[config.mk]
export PLATFORM = sky130hd
export DESIGN_NAME = pll_prog_seq
export DESIGN_NICKNAME = d
export VERILOG_FILES = /design/src/rtl/pll_seq_pkg.sv /design/src/rtl/pll_seq_items.sv /design/src/rtl/pll_seq_fsm.sv /design/src/rtl/pll_far_regs.sv /design/src/rtl/pll_prog_seq.sv
export SDC_FILE = /design/constraint.sdc
export NUM_CORES = 1
export LEC_CHECK = 0
export ABC_AREA = 1
export BUFFER_PORTS_ARGS = -buffer_cell sky130_fd_sc_hd__buf_2
export CAP_MARGIN = 20
export CORE_MARGIN = 3
export CORE_UTILIZATION = 45
export DETAILED_ROUTE_END_ITERATION = 6
export PLACE_DENSITY = 0.67
export RECOVER_POWER = 25
export SKIP_LAST_GASP = 1
export SYNTH_ARGS = -nofsm -noshare
export SYNTH_HDL_FRONTEND = slang
export SYNTH_SLANG_ARGS = --single-unit
[constraint.sdc]
create_clock -name clk -period 2 [get_ports clk]
set_input_delay 0.4 -clock clk [delete_from_list [all_inputs] [get_ports clk]]
set_output_delay 0.4 -clock clk [all_outputs]
set_load 0.005 [all_outputs]
[src/rtl/pll_seq_pkg.sv]
package pll_seq_pkg;
    localparam int LANE_W  = 8;
    localparam int IDX_W   = LANE_W - 2;
    localparam int WORD_W  = 32;
    localparam int N_BASE  = 7;
    localparam int N_EXTRA = 2;
    localparam int N_ITEMS = N_BASE + N_EXTRA;
    localparam int ITEM_W  = $clog2(N_ITEMS);
    localparam int N_REGS  = 1 << IDX_W;

    localparam logic [IDX_W-1:0] IX_REF  = 6'h02;
    localparam logic [IDX_W-1:0] IX_GEN  = 6'h03;
    localparam logic [IDX_W-1:0] IX_MFB  = 6'h04;
    localparam logic [IDX_W-1:0] IX_VCTL = 6'h05;
    localparam logic [IDX_W-1:0] IX_VPST = 6'h06;
    localparam logic [IDX_W-1:0] IX_V0FB = 6'h07;
    localparam logic [IDX_W-1:0] IX_EXT  = 6'h0B;
    localparam logic [IDX_W-1:0] IX_DLL  = 6'h0C;
    localparam logic [IDX_W-1:0] IX_VFC  = 6'h0D;

    localparam logic [LANE_W-1:0] DLL_NEW_V   = 8'h80;
    localparam logic [LANE_W-1:0] DLL_SDRAM_V = 8'hA6;
    localparam logic [LANE_W-1:0] DLL_DRAM_V  = 8'hA0;
    localparam logic [LANE_W-1:0] VFC_V       = 8'h1B;

    typedef struct packed {
        logic [LANE_W-1:0] ref_div;
        logic [LANE_W-1:0] gen_ctl;
        logic [LANE_W-1:0] mclk_fb;
        logic [LANE_W-1:0] vclk_ctl;
        logic [LANE_W-1:0] vclk_post;
        logic [LANE_W-1:0] vclk0_fb;
        logic [LANE_W-1:0] ext_ctl;
        logic [WORD_W-1:0] fifo_cfg;
        logic [WORD_W-1:0] fifo_onoff;
        logic              fifo_en;
        logic              dll_new;
        logic              mem_sdram;
    } pll_cfg_t;

    typedef enum logic [2:0] {
        S_IDLE, S_ADDR_WE, S_DATA, S_ADDR_CLR, S_WIDE_CFG, S_WIDE_ONOFF, S_DONE
    } seq_state_t;
endpackage

[src/rtl/pll_seq_items.sv]
module pll_seq_items
    import pll_seq_pkg::*;
(
    input  pll_cfg_t          cfg,
    input  logic [ITEM_W-1:0] item,
    output logic [IDX_W-1:0]  idx,
    output logic [LANE_W-1:0] val
);
    logic [LANE_W-1:0] dll_val;

    always_comb begin
        if (cfg.dll_new)        dll_val = DLL_NEW_V;
        else if (cfg.mem_sdram) dll_val = DLL_SDRAM_V;
        else                    dll_val = DLL_DRAM_V;
    end

    always_comb begin
        unique case (item)
            4'd0:    begin idx = IX_REF;  val = cfg.ref_div;   end
            4'd1:    begin idx = IX_GEN;  val = cfg.gen_ctl;   end
            4'd2:    begin idx = IX_MFB;  val = cfg.mclk_fb;   end
            4'd3:    begin idx = IX_VCTL; val = cfg.vclk_ctl;  end
            4'd4:    begin idx = IX_VPST; val = cfg.vclk_post; end
            4'd5:    begin idx = IX_V0FB; val = cfg.vclk0_fb;  end
            4'd6:    begin idx = IX_EXT;  val = cfg.ext_ctl;   end
            4'd7:    begin idx = IX_DLL;  val = dll_val;       end
            4'd8:    begin idx = IX_VFC;  val = VFC_V;         end
            default: begin idx = '0;      val = '0;            end
        endcase
    end
endmodule

[src/rtl/pll_seq_fsm.sv]
module pll_seq_fsm
    import pll_seq_pkg::*;
(
    input  logic              clk,
    input  logic              rst_n,
    input  logic              start,
    input  pll_cfg_t          cfg_in,
    input  logic [IDX_W-1:0]  item_idx,
    input  logic [LANE_W-1:0] item_val,
    output pll_cfg_t          snap,
    output logic [ITEM_W-1:0] item,
    output logic              busy,
    output logic              done,
    output logic [LANE_W-1:0] pll_addr,
    output logic [LANE_W-1:0] pll_data,
    output logic              word_we,
    output logic              word_sel,
    output logic [WORD_W-1:0] word_data
);
    seq_state_t state, state_nx;
    logic [ITEM_W-1:0] last_item;

    assign last_item = snap.fifo_en ? ITEM_W'(N_ITEMS - 1) : ITEM_W'(N_BASE - 1);

    always_comb begin
        state_nx = state;
        unique case (state)
            S_IDLE:       if (start) state_nx = S_ADDR_WE;
            S_ADDR_WE:    state_nx = S_DATA;
            S_DATA:       state_nx = S_ADDR_CLR;
            S_ADDR_CLR: begin
                if (item != last_item)  state_nx = S_ADDR_WE;
                else if (snap.fifo_en)  state_nx = S_WIDE_CFG;
                else                    state_nx = S_DONE;
            end
            S_WIDE_CFG:   state_nx = S_WIDE_ONOFF;
            S_WIDE_ONOFF: state_nx = S_DONE;
            S_DONE:       state_nx = S_IDLE;
            default:      state_nx = S_IDLE;
        endcase
    end

    always_ff @(posedge clk or negedge rst_n) begin
        if (!rst_n) begin
            state <= S_IDLE;
            item  <= '0;
            snap  <= '0;
        end else begin
            state <= state_nx;
            if (state == S_IDLE && start) begin
                snap <= cfg_in;
                item <= '0;
            end else if (state == S_ADDR_CLR && item != last_item) begin
                item <= item + 1'b1;
            end
        end
    end

    always_comb begin
        pll_addr  = '0;
        pll_data  = '0;
        word_we   = 1'b0;
        word_sel  = 1'b0;
        word_data = '0;
        busy      = (state != S_IDLE);
        done      = (state == S_DONE);
        unique case (state)
            S_ADDR_WE:    pll_addr = {item_idx, 2'b10};
            S_DATA: begin
                pll_addr = {item_idx, 2'b10};
                pll_data = item_val;
            end
            S_ADDR_CLR:   pll_addr = {item_idx, 2'b00};
            S_WIDE_CFG: begin
                word_we   = 1'b1;
                word_data = snap.fifo_cfg;
            end
            S_WIDE_ONOFF: begin
                word_we   = 1'b1;
                word_sel  = 1'b1;
                word_data = snap.fifo_onoff;
            end
            default: ;
        endcase
    end
endmodule

[src/rtl/pll_far_regs.sv]
module pll_far_regs
    import pll_seq_pkg::*;
(
    input  logic              clk,
    input  logic              rst_n,
    input  logic [LANE_W-1:0] pll_addr,
    input  logic [LANE_W-1:0] pll_data,
    input  logic              word_we,
    input  logic              word_sel,
    input  logic [WORD_W-1:0] word_data,
    input  logic [IDX_W-1:0]  rd_idx,
    output logic [LANE_W-1:0] rd_data,
    output logic [WORD_W-1:0] cfg_word_q,
    output logic [WORD_W-1:0] onoff_word_q
);
    logic [LANE_W-1:0] regs [N_REGS];

    for (genvar g = 0; g < N_REGS; g++) begin : g_reg
        always_ff @(posedge clk or negedge rst_n) begin
            if (!rst_n)
                regs[g] <= '0;
            else if (pll_addr[1] && pll_addr[LANE_W-1:2] == IDX_W'(g))
                regs[g] <= pll_data;
        end
    end

    always_ff @(posedge clk or negedge rst_n) begin
        if (!rst_n) begin
            cfg_word_q   <= '0;
            onoff_word_q <= '0;
        end else if (word_we) begin
            if (word_sel) onoff_word_q <= word_data;
            else          cfg_word_q   <= word_data;
        end
    end

    assign rd_data = regs[rd_idx];
endmodule

[src/rtl/pll_prog_seq.sv]
module pll_prog_seq
    import pll_seq_pkg::*;
(
    input  logic        clk,
    input  logic        rst_n,
    input  logic        start,
    input  logic [7:0]  ref_div,
    input  logic [7:0]  gen_ctl,
    input  logic [7:0]  mclk_fb,
    input  logic [7:0]  vclk_ctl,
    input  logic [7:0]  vclk_post,
    input  logic [7:0]  vclk0_fb,
    input  logic [7:0]  ext_ctl,
    input  logic [31:0] fifo_cfg,
    input  logic [31:0] fifo_onoff,
    input  logic        fifo_en,
    input  logic        dll_new,
    input  logic        mem_sdram,
    output logic        busy,
    output logic        done,
    output logic [7:0]  pll_addr,
    output logic [7:0]  pll_data,
    output logic        word_we,
    output logic        word_sel,
    output logic [31:0] word_data,
    input  logic [5:0]  rd_idx,
    output logic [7:0]  rd_data,
    output logic [31:0] cfg_word_q,
    output logic [31:0] onoff_word_q
);
    pll_cfg_t          cfg_in, snap;
    logic [ITEM_W-1:0] item;
    logic [IDX_W-1:0]  item_idx;
    logic [LANE_W-1:0] item_val;

    assign cfg_in = '{ref_div: ref_div, gen_ctl: gen_ctl, mclk_fb: mclk_fb,
                      vclk_ctl: vclk_ctl, vclk_post: vclk_post, vclk0_fb: vclk0_fb,
                      ext_ctl: ext_ctl, fifo_cfg: fifo_cfg, fifo_onoff: fifo_onoff,
                      fifo_en: fifo_en, dll_new: dll_new, mem_sdram: mem_sdram};

    pll_seq_fsm u_fsm (
        .clk(clk), .rst_n(rst_n), .start(start), .cfg_in(cfg_in),
        .item_idx(item_idx), .item_val(item_val), .snap(snap), .item(item),
        .busy(busy), .done(done), .pll_addr(pll_addr), .pll_data(pll_data),
        .word_we(word_we), .word_sel(word_sel), .word_data(word_data)
    );

    pll_seq_items u_items (
        .cfg(snap), .item(item), .idx(item_idx), .val(item_val)
    );

    pll_far_regs u_far (
        .clk(clk), .rst_n(rst_n), .pll_addr(pll_addr), .pll_data(pll_data),
        .word_we(word_we), .word_sel(word_sel), .word_data(word_data),
        .rd_idx(rd_idx), .rd_data(rd_data), .cfg_word_q(cfg_word_q),
        .onoff_word_q(onoff_word_q)
    );
endmodule

---- Yosys cells after proc, flatten, opt, wreduce, memory -nomap -nowiden ----
Cells that the tools add are included.
W data, S select, Z words.
storage, ports and cells
  bits of input ports ..................... 132
  output and inout port bits .............. 124
  memories ................................ 0
  flip-flop bits (word level) ............. 706
  memory bits (writable) .................. 0
  latch bits .............................. 0
  ROM bits ................................ 0
  logic and storage cells ................. 257
cells by class
  add/subtract/negate cells ............... 1
  multiply operators ...................... 0
  eq/ne operators ......................... 79
  bitwise logic cells ..................... 2
  order comparisons ....................... 1
  reduce and logical (&&, ||, !) cells .... 75
  mux-type cells .......................... 19
  divide/modulo/power cells ............... 0
  shifts and indexed selects .............. 0
operator list
  kind                   count
  $eq A6 B6 Y1 const B   32
  $eq A6 B5 Y1 const B   16
  $pmux W8 S9            1
  $logic_and A1 B1 Y1    66
  $pmux W32 S2           1
  $bmux W8 S6            1
  $eq A6 B4 Y1 const B   8
  $pmux W4 S9            1
  $mux W8                4
  $eq A6 B3 Y1 const B   4
  $pmux W3 S6            1
  $eq A4 B3 Y1 const B   4
  $pmux W8 S2            1
  $eq A6 B2 Y1 const B   2
  $mux W4                3
  $eq A3 B3 Y1 const B   3
  $mux W3                3
  $eq A4 B2 Y1 const B   2
  $ge A7 B7 Y1 const B   1
  $not A6 Y7             1
  $eq A3 B2 Y1 const B   2
  $eq A6 B1 Y1 const B   1
  $logic_not A6 Y1       1
  $add A4 B1 Y4 const B  1
  other kinds (14)       17

---- Longest topological paths before layout ----
  depth in word-level cells ............... 5
  gate-level depth with buffers ........... 12
  mapped depth without buffers ............ 11

---- Cells and area by module ----
Synthesis repeated with hierarchy kept, for this count alone.
unflattened totals
  cell total of the unflattened synthesis .. 4065
  area, all modules ....................... 33110.5 sq um
by module, submodules not included
  module         area each (sq um)  times used  cells an instance
  pll_far_regs   26326.5            1           3196
  pll_seq_fsm    6038.3             1           714
  pll_seq_items  745.7              1           155

---- Worst setup path after synthesis ----
No wires, ideal clock.
  kind .................................... register -> output
  start ................................... register u_fsm.item[1]
  end ..................................... output pll_data[2]
  data required time ...................... 1.600 ns
  stages on the path, launching flop included .. 9
  slack ................................... -0.055 ns
  data arrival time ....................... 1.655 ns
  path through ............................ dfrtp_1 inv_1 ha_1 buf_2 buf_1 nand4_1 nand3_1 nor2_1 a21oi_2
between the ends
  longest elaborated chain between the ends .. 3
  elaborated cells between the ends (all ways) .. 11
  classes of those cells .................. eq/ne (8); mux (2); reduce/logical (1)
ends and longest elaborated chain
  what                                        RTL line             text
  from (decl)                                 pll_seq_fsm.sv:11    output logic [ITEM_W-1:0] item,
  from (signal assigned)                      pll_seq_fsm.sv:54    item <= item + 1'b1;
  $eq A4 B4 Y1, or another cell as far along  pll_seq_items.sv:18  unique case (item)
  $pmux W8 S9 (*)                             pll_seq_items.sv:18
  $mux W8 (*)                                 pll_seq_fsm.sv:67    unique case (state)
  to (decl)                                   pll_prog_seq.sv:22   output logic [7:0] pll_data,
Every way passes the cells marked *; elsewhere a longest branch is shown, timed or not.

---- Final worst setup path ----
  start ................................... register u_fsm.item[1]
  end ..................................... output pll_addr[4]
between the ends
  longest elaborated chain between the ends .. 3
  elaborated cells between the ends (all ways) .. 11
  classes of those cells .................. eq/ne (8); mux (2); reduce/logical (1)
ends and longest elaborated chain
  what                                        RTL line             text
  $eq A4 B4 Y1, or another cell as far along  pll_seq_items.sv:18
  $pmux W4 S9 (*)                             pll_seq_items.sv:18
  $pmux W8 S2 (*)                             pll_seq_fsm.sv:67
  to (decl)                                   pll_prog_seq.sv:21   output logic [7:0] pll_addr,
Marks and branches as above.

==> results.txt <==
- Once the floorplan was initialized, standard cells occupied 45.8% of the core.
- H-tree level count: 2
- Final period utilization: 125%
* Setup WS post-layout: -0.510 ns
- The count of endpoints failing hold in the final timing report came to 0.
- Setup repair after global routing missed its margin: yes
* Worst slew pin tran: 1.15 ns
- Net Switching: 0.0102 W
- Clock slew at reported path FFs: 0.06 ns
- Chip Height: 183 um
- GRT Util Overall: 26.5%
- CP startpoint: u_fsm.item[1]
- CTS saw 322 sinks.
- The worst setup path is captured at a primary output.
- Synth area leaders: dfrtp_1, nand2_1, nand3_1
* Die width: 183 um
* Initial antenna violation count: 6
* Most common library cells after synthesis: nand2_1, dfrtp_1, nor2_1
- Setup violation total in the final timing report: 143
- Layout fillers: 2567
- Detailed placement finished with a half-perimeter wire length of 28900 um.
- Net switching is 37.9% of the power.
- Sequential cells burn 37.5% of the power.
- Derived from the worst setup path, the maximum achievable clock frequency is 398 MHz.
- In the routed layout, each cell is associated on average with a via count of 5.16.
* Largest area contributor in the synthesized netlist: dfrtp_1
* Leakage power figure: 11.3 nW
- Internal portion of total power: 0.0168 W
- Class of the most critical hold timing path: input pin to flop
* Buffer levels on the longest clock path: 3
* Distinct cell type count of the synthesized netlist: 29
- Worst setup skew after layout: 0.0219 ns
- Failing checks: negative setup slack
- For the finished layout, the period the worst path requires is 2.51 ns.
- Port buffering added 252 buffers.
- The core region is 0.0307 mm2.
- Last weighted congestion value of the routability-driven placer: 0.878
* Number of DRC violations after detailed-routing iteration 0: 988
- Worst hold start: fifo_cfg[22]
- The die covers 0.0334 mm2.
* Number of instances on the worst hold path: 3
- Clock Power Share: 25.4%
- Along the worst path, the maximum fanout reaches 4.
- For this block, the routed nets add up to 45800 um of wire.
- During I/O placement, the number of pins put on the boundary was 256.
* Design area: 0.0195 mm2
- Summing the sequential cell areas from Yosys gives 57.4% of the chip area.
- Among all cell types in the netlist, the one instantiated most often is nand2_1.
- Origin of the critical flop-to-flop path: u_fsm.item[1]
* Startpoint-to-endpoint class of the critical path: flop to primary output
- Vias after detailed routing: 13.0k
- The worst register-to-register path has a depth of 12.
- Synth Instances: 1751
- The floorplan has 64 rows.
- Final routed wire length divided by cell count: 18.2 um
- Antenna violation net count after detailed routing: 0
- Seq cells post-synth: 322
- Share of power burned in combinational logic: 37.0%
- Primary FF master, synth: dfrtp_1
- Power spread over the standard cell area amounts to 1390 mW/mm2.
- CTS buffer count: 37
- The tree is rooted in a clkbuf_16.
- Required arrival time at the worst endpoint: 1.60 ns
* Length of the first detailed-routing pass in iterations: 5
- Fraction of layout instances using a drive strength above 1: 32.3%
- Asr flop ratio synth: 100%
- Entering global routing, the biggest net connects 81 pins.
* Worst skew pair latency: 0.54 ns
- Max-cap check violation count: 0
* Nets: 2233
- The area growth from synthesis to layout is 38.9%.
- The average instance in the mapped netlist occupies 8.02 um2.
- STA classifies the critical path startpoint as a flop.
* VDD IR max: 843 uV
* Run status: finished, violations left
* Cell area after synthesis: 0.0140 mm2
* EDFF count, synth: 0
* WP data arrival: 2.11 ns
* Congestion Overflow GR: 0
- Post-layout utilization of the core: 63.6%
- Slew headroom: 23.2%
- Area fraction of the dominant cell type after synthesis: 57.4%
* Final Max Tran Viols: 0
* Placed inst area: 0.0163 mm2
* CTS tree: done
- The number of global-route vias before repair came to 13.1k.
- The Yosys step of the flow raised 0 warnings.
- In the routed design, unresolved DRC markers number 0.
- Wire length of the first global-routing pass: 70500 um
==> layout make-up <==
class / instances / area (um2) / area share, %
diodes: 1 / 2.50 / 0.0128
well taps: 396 / 495 / 2.54
inverters: 50 / 228 / 1.17
clock buffers: 54 / 1070 / 5.48
multi-input cells: 1269 / 6260 / 32.1
clock inverters: 14 / 181 / 0.930
flip-flops and latches: 322 / 8060 / 41.3
repair buffers: 417 / 3210 / 16.4
==> state kept, by name (all words and copies together) (netlist names) <==
| register | cells |
|---|---|
| u_far.regs | 128 |
| u_far.cfg_word_q | 32 |
| u_fsm.state | 3 |
| u_fsm.snap | 123 |
| u_far.onoff_word_q | 32 |
| u_fsm.item | 4 |
==> placed cells by master (no fill, tap or decap), drive strengths merged <==
cell type      n
o22ai          1
clkinv         9
nor2         112
conb           3
clkbuf        58
bufinv         3
nand4          7
o21ai         58
dlygate4sd3    1
buf          412
clkinvlp       5
o211ai        44
nand3         88
or2            1
a21oi         28
dfrtp        322
ha             4
o31ai          1
inv           47
diode          1
nand2        919
nor3           2
xor2           1
==> repair_timing <==
action	4_1_cts	5_1_grt
hold endpoints to repair	36	0
hold buffers	1	0
gates resized for setup	157	180
pin swaps	47	79
gates cloned	9	3
setup buffers	40	26
endpoints found under the setup margin	140	151
==> per-layer routing <==
layer	part of all wire (%)	up-vias	global-route usage [%]
li1	-	6152	-
met1	41	6261	35.1
met2	49	472	43.7
met3	6.9	112	5.52
met4	3.1	10	8.93
met5	0.13	-	0
==> path summary, 6_finish.rpt <==
check | slack, ns | endpoint
min reg2reg | 0.37 | u_far.regs[426]
min | 0.05 | u_fsm.snap[57]
max in group asynchronous | 0.31 | u_far.onoff_word_q[24]
max | -0.51 | pll_addr[4]
min in group asynchronous | 0.64 | u_fsm.snap[8]
max reg2reg | -0.26 | u_far.regs[483]
==> through the flow <==
| step | setup TNS (ns) | total power [W] | std cells | hold WS [ns] | setup WS [ns] |
|---|---|---|---|---|---|
| finish | -25.67 | 0.0270 | 2523 | 0.0533 | -0.510 |
| global route | -37.39 | 0.0286 | 2523 | 0.0370 | -0.641 |
| CTS | -17.53 | 0.0258 | 2497 | 0.0366 | -0.486 |
| detailed placement | -6.59 | 0.0178 | 2380 | 0.327 | -0.183 |
| global placement | -2.35 | 0.0176 | 2380 | 0.329 | -0.110 |
| floorplan | 0 | 0.0141 | 1753 | 0.104 | 0.0185 |
==> power by group through the flow <==
stage                     Combinational, W  Clock [W]  Sequential, W
final                               0.0100    0.00687         0.0101
after global routing                0.0110    0.00730         0.0103
after CTS                          0.00894    0.00699        0.00988
after detailed placement           0.00800          0        0.00980
after global placement             0.00784          0        0.00978
after floorplan                    0.00458          0        0.00948
==> critical path, stage by stage (launching register included) <==
cell     delay [ns]
dfrtp_2        0.45
buf_6          0.14
ha_4           0.17
buf_4          0.13
o21ai_0        0.23
nand2_2        0.14
nor2_4         0.14
nor2_4         0.06
buf_2          0.13
==> cells by family (layout without fill, tap and decap cells) <==
kind of cell / count (synthesis) / after routing / synth area share [%]
buf+inv: 162 / 535 / 4.56
compound gates: 132 / 132 / 5.62
xor+xnor: 1 / 1 / 0.0624
simple gates: 1129 / 1129 / 32.0
other cells: 1 / 4 / 0.0267
fa+ha+maj: 4 / 4 / 0.356
flops: 322 / 322 / 57.4
Power figures use the tool's default switching activity.
